### src/rtl/sat_narrow.sv
module sat_narrow #(
  parameter int         W     = 64,
  parameter logic [7:0] OP_WB = 8'h63,
  parameter logic [7:0] OP_DW = 8'h6B
) (
  input  logic         clk,
  input  logic         rst,
  input  logic         in_valid,
  input  logic [7:0]   op_code,
  input  logic [W-1:0] opnd_a,
  input  logic [W-1:0] opnd_b,
  output logic         out_valid,
  output logic [W-1:0] out_data,
  output logic         out_sat,
  output logic         out_illegal
);
  localparam int CW  = 2 * W;
  localparam int NWB = CW / 16;
  localparam int NDW = CW / 32;

  logic [CW-1:0]  cat;
  logic [W-1:0]   res_wb, res_dw, nxt_data;
  logic [NWB-1:0] clip_wb;
  logic [NDW-1:0] clip_dw;
  logic           is_wb, is_dw, nxt_sat;

  assign cat   = {opnd_b, opnd_a};
  assign is_wb = (op_code == OP_WB);
  assign is_dw = (op_code == OP_DW);

  for (genvar g = 0; g < NWB; g++) begin : g_wb
    logic [15:0] ln;
    logic        hi, lo;
    assign ln = cat[16*g +: 16];
    assign hi = !ln[15] && (|ln[14:7]);
    assign lo =  ln[15] && !(&ln[14:7]);
    assign res_wb[8*g +: 8] = hi ? 8'h7F : (lo ? 8'h80 : ln[7:0]);
    assign clip_wb[g] = hi | lo;
  end

  for (genvar g = 0; g < NDW; g++) begin : g_dw
    logic [31:0] ln;
    logic        hi, lo;
    assign ln = cat[32*g +: 32];
    assign hi = !ln[31] && (|ln[30:15]);
    assign lo =  ln[31] && !(&ln[30:15]);
    assign res_dw[16*g +: 16] = hi ? 16'h7FFF : (lo ? 16'h8000 : ln[15:0]);
    assign clip_dw[g] = hi | lo;
  end

  assign nxt_data = is_wb ? res_wb : (is_dw ? res_dw : '0);
  assign nxt_sat  = is_wb ? (|clip_wb) : (is_dw ? (|clip_dw) : 1'b0);

  always_ff @(posedge clk) begin
    if (rst) begin
      out_valid   <= 1'b0;
      out_data    <= '0;
      out_sat     <= 1'b0;
      out_illegal <= 1'b0;
    end else begin
      out_valid <= in_valid;
      if (in_valid) begin
        out_data    <= nxt_data;
        out_sat     <= nxt_sat;
        out_illegal <= !(is_wb || is_dw);
      end
    end
  end
endmodule

### config.mk
export PLATFORM = sky130hd
export DESIGN_NAME = sat_narrow
export DESIGN_NICKNAME = d
export VERILOG_FILES = /design/src/rtl/sat_narrow.sv
export SDC_FILE = /design/constraint.sdc
export NUM_CORES = 1
export LEC_CHECK = 0
export BUFFER_PORTS_ARGS = -buffer_cell sky130_fd_sc_hd__buf_2
export CORE_MARGIN = 1.5
export CORE_UTILIZATION = 41
export CTS_BUF_LIST = sky130_fd_sc_hd__clkbuf_8
export DETAILED_ROUTE_END_ITERATION = 7
export PLACE_DENSITY = 0.79
export SLEW_MARGIN = 0
export SYNTH_ARGS = -nofsm -noshare
export SYNTH_HDL_FRONTEND = slang
export SYNTH_SLANG_ARGS = --single-unit
### constraint.sdc
create_clock -name clk -period 1.9 [get_ports clk]
set_input_delay 0.475 -clock clk [delete_from_list [all_inputs] [get_ports clk]]
set_output_delay 0.475 -clock clk [all_outputs]
set_load 0.01 [all_outputs]
Word-level counts from Yosys, hierarchy flattened

Cells that the tools add are included.

Register bits after elaboration: 67
Input port bits: 139
Output and inout bits: 67
Word-level logic and storage cells: 118

Equal/unequal tests: 2
Muxes and demuxes: 28
Bitwise operators: 12
Reduce and logical (&&, ||, !) cells: 72

Operators with widths:

| operator           | number |
|---|---|
| $mux 16            | 8 |
| $mux 64            | 2 |
| $mux 8             | 16 |
| $reduce_or 8->1    | 9 |
| $reduce_and 16->1  | 4 |
| $reduce_and 8->1   | 8 |
| $reduce_or 16->1   | 4 |
| $logic_and 1x1->1  | 24 |
| $logic_not 1->1    | 21 |
| $eq 8x7->1 const B | 2 |
| $or 1x1->1         | 12 |
| $reduce_or 4->1    | 1 |
| $mux 1             | 2 |
| $logic_or 1x1->1   | 1 |

Longest topological paths before layout

Depth after elaboration: 7
Gate-level depth with buffers: 7
Depth with buffers taken out: 6

Worst setup path after synthesis

Ideal clock, no wire load.

Path kind: input to register
Start: input port opnd_b[56]
End: register out_sat
Setup time: 0.138 ns
Arrival: 1.865 ns
Required time: 1.762 ns
Setup slack: -0.103 ns
Cell stages on the path: 5
Path buffers: 0
Cell sequence: nor4_1 -> a21oi_1 -> or4_1 -> o311ai_1 -> o311ai_1

Word-level cells in the longest chain between the ends: 7
Elaborated cells on any way between the ends: 16
Classes of those cells: mux: 2; bitwise: 2; reduce/logical: 12

Ends and longest elaborated chain:

| what                   | RTL line | RTL |
|---|---|---|
| start: declaration     | 11       | `input logic [W-1:0] opnd_b,` |
| $reduce_and 16->1      | 46       | `assign lo = ln[31] && !(&ln[30:15]);` |
| $logic_not 1->1        | 46       |  |
| $logic_and 1x1->1      | 46       |  |
| $or 1x1->1             | 48       | `assign clip_dw[g] = hi \| lo;` |
| $reduce_or 4->1        | 52       | `assign nxt_sat = is_wb ? (\|clip_wb) : (is_dw ? (\|clip_dw) : 1'b0);` |
| $mux 1                 | 52       |  |
| $mux 1 *               | 52       |  |
| end signal: assignment | 64       | `out_sat <= nxt_sat;` |
| end: declaration       | 14       | `output logic out_sat,` |

Mark *: on every way between the ends. The rest lies on a longest branch, timed or not.
A chain may end at the register's enable or synchronous reset.

Worst setup path after layout

Start: input port opnd_b[42]
End: register out_sat

Word-level cells in the longest chain between the ends: 6
Elaborated cells on any way between the ends: 8
Classes of those cells: mux: 1; bitwise: 1; reduce/logical: 6

Ends and longest elaborated chain:

| what              | RTL line | RTL |
|---|---|---|
| $reduce_and 8->1  | 36       | `assign lo = ln[15] && !(&ln[14:7]);` |
| $logic_not 1->1   | 36       |  |
| $logic_and 1x1->1 | 36       |  |
| $or 1x1->1 *      | 38       | `assign clip_wb[g] = hi \| lo;` |
| $reduce_or 8->1 * | 52       |  |
| $mux 1 *          | 52       |  |

Marked as above.

==> results.md <==
- # DRC: 0
- Clk root buf: clkbuf_8
- Post-synth net total: 609
- Post-Place Cells: 825
- Core ar.: 8340 um^2
- FF+latch area: 1340 um^2
- Final nets: 870
- Die span in x: 96.3 um
- Critical Path End Type: flop
- Post-layout util: 66.2%
- Hold_buf cts: 0
- Layout cell share with drive strength beyond 1: 42.1%
- Diodes inserted: 0
- Largest net degree at the start of global routing: 33
- Synth Instances: 470
- CP Max Fanout: 3
- # port buffers: 205
- P_leak: 2.44 nW
- Maximum clock frequency: 521 MHz
- Netlist cell types: 32
- CTS tree: done
- Hold Slack: 375 ps
- Dpl hpwl: 9.94 mm
- Die Area: 9270 um^2
- I/O Pins: 206
- Vias in the first global route: 4,240
- Gp weighted congestion: 0.990
- Filler cells: 756
- Hold path start: opnd_a[38]
- R2r startpoint: out_sat
- Setup crit start kind: input pin
- Slew Viols, Final: 0
- Clock transition at path regs: 80 ps
- Final hold violation count: 0
- Initial Util: 42.8%
- Clock latency on the worst-skew pair: 340 ps
- Via count: 4,777
- Period minus WS final: 1920 ps
- Worst EP required: 2110 ps
- Most area-hungry cell type in the Yosys netlist: dfxtp_1
- Slew @ Worst Pin: 529 ps
- CP Data Arrival Time: 2130 ps
- Skew final: 0 ps
- Final WS setup: -20.8 ps
- Final ANT Viol Nets: 0
- Clk buf depth: 2
- Violated checks: setup timing
- Initial antenna violation count: 0
- Final setup violation count: 1
- Drt first-iter violations: 245
- Peak VDD IR: 382 uV
- Outcome: finished with violations
- Htree depth: 3
- Average cell area after synthesis: 7.59 um^2
- Critical path class: in -> reg
- Relative slew slack: 64.7%
- Period utilization: 101%
- Power per cell area: 664 nW/um^2
- YS warnings: 0
- Clock sink total: 67
- Final wirelength: 12.4 mm
- Drt via density: 5.68
- Top cells by area, synth: dfxtp_1 38%, o211ai_1 13%, nor2_1 11%
- CP startpoint: opnd_b[42]
- Unrepaired setup endpoints after global routing: yes
- Pre-CTS setup slack: -322 ps
- GRT Total Usage: 25.8%
- Placed cell area: 5220 um^2
- Synthesis-to-finish area growth: 54.7%
- First-pass GRT wire length: 18.8 mm
- Number of CTS-inserted buffers: 9
- Wire per inst: 14.7 um
- #FFs+latches synth: 67
- Non-filler cells, final: 841
- Seq/Total Area, Yosys: 37.6%
- Global route overflow: 0
- DR pass1 iterations: 5
- Number of max-cap violations: 0
- FP Rows: 33
- Netlist Area Pre-Place: 3570 um^2
- Worst hold path class: in -> reg
- Post-synth top area share: 37.6%
- Multi-input gate area: 2210 um^2
- Final instance area: 5520 um^2
- Die Y: 96.3 um
-- path summary, 6_finish.rpt --
| kind | cells past startpoint | endpoint | slack, ps |
|---|---|---|---|
| worst max register to register | 2 | out_sat | 960 |
| worst min-delay path | 3 | out_data[22] | 380 |
| worst min register to register | 2 | out_data[34] | 480 |
| worst max-delay path | 6 | out_sat | -20 |
-- metrics by stage --
stage	setup TNS, ps	power [mW]
after floorplan	-19.9	1.80
after global placement	-10760	2.20
after detailed placement	-13360	2.22
after CTS	0	3.68
after global routing	-10.7	3.83
final	-20.8	3.66
-- kinds of logic after synthesis --
group           synth area share [%]
flops                           37.6
simple gates                    27.6
compound gates                  31.6
buf+inv                         3.23
-- routing by layer --
metal	track usage [%]	vias to the layer above	part of all wire, %
li1	-	2323	-
met1	32.3	2175	43
met2	42.8	247	46
met3	5.77	32	8.0
met4	10.3	0	2.5
met5	0	-	0
-- cell type report --
type / count / area share, %
timing repair buffer: 274 / 28.3
inverter: 6 / 0.408
multi-input combinational: 373 / 40.1
clock buffer: 10 / 2.49
tap: 105 / 2.38
sequential: 67 / 24.3
clock inverter: 6 / 2.02
-- registers in the layout (all words and copies together), names as in the netlist --
signal       cells
out_illegal      1
out_data        64
out_sat          1
out_valid        1
-- placed cells by master (no fill, tap or decap), types with 2 or more instances in the layout --
master and n:
a211oi_1 33, nand4b_1 3, nand4_1 27, nor4_1 20, inv_1 6, o211ai_1 61
buf_4 67, nand2_2 3, nand2_1 47, a21o_1 4, o21ai_1 4, clkbuf_8 10
a21oi_1 4, buf_2 205, o41ai_1 2, a41oi_1 4, nor3_4 2, bufinv_16 3
o21ai_0 41, nor2_1 100, nor4_4 4, o221a_2 2, dfxtp_1 67
-- worst max-delay path: stages --
cell and delay (ps):
buf_2 110, nor4_1 420, a21oi_1 160, or4_4 560, o311ai_4 280, o311ai_1 130
-- cells in the mapped netlist, drive strengths merged --
library cell / count
o211a: 1
nand2b: 1
o41ai: 4
o211ai: 61
nand2: 50
a41oi: 4
o311ai: 2
nand4b: 3
buf: 4
a211oi: 33
nor2: 100
clkbuf: 20
a21oi: 5
a21o: 4
inv: 6
dfxtp: 67
nand4: 27
o21ai: 46
nor4: 24
a31oi: 1
or4: 1
or3b: 2
nor3: 2
o221a: 2
-- where the power goes --
group	switching [mW]	internal [mW]
Combinational	0.377	0.315
Clock	0.555	0.910
Sequential	0.0334	1.47
-- what timing repair did --
| action | 4_1_cts | 5_1_grt |
|---|---|---|
| setup buffers | 0 | 0 |
| resized for setup | 0 | 10 |
| endpoints found under the setup margin | 0 | 32 |
Power figures use the tool's default switching activity.
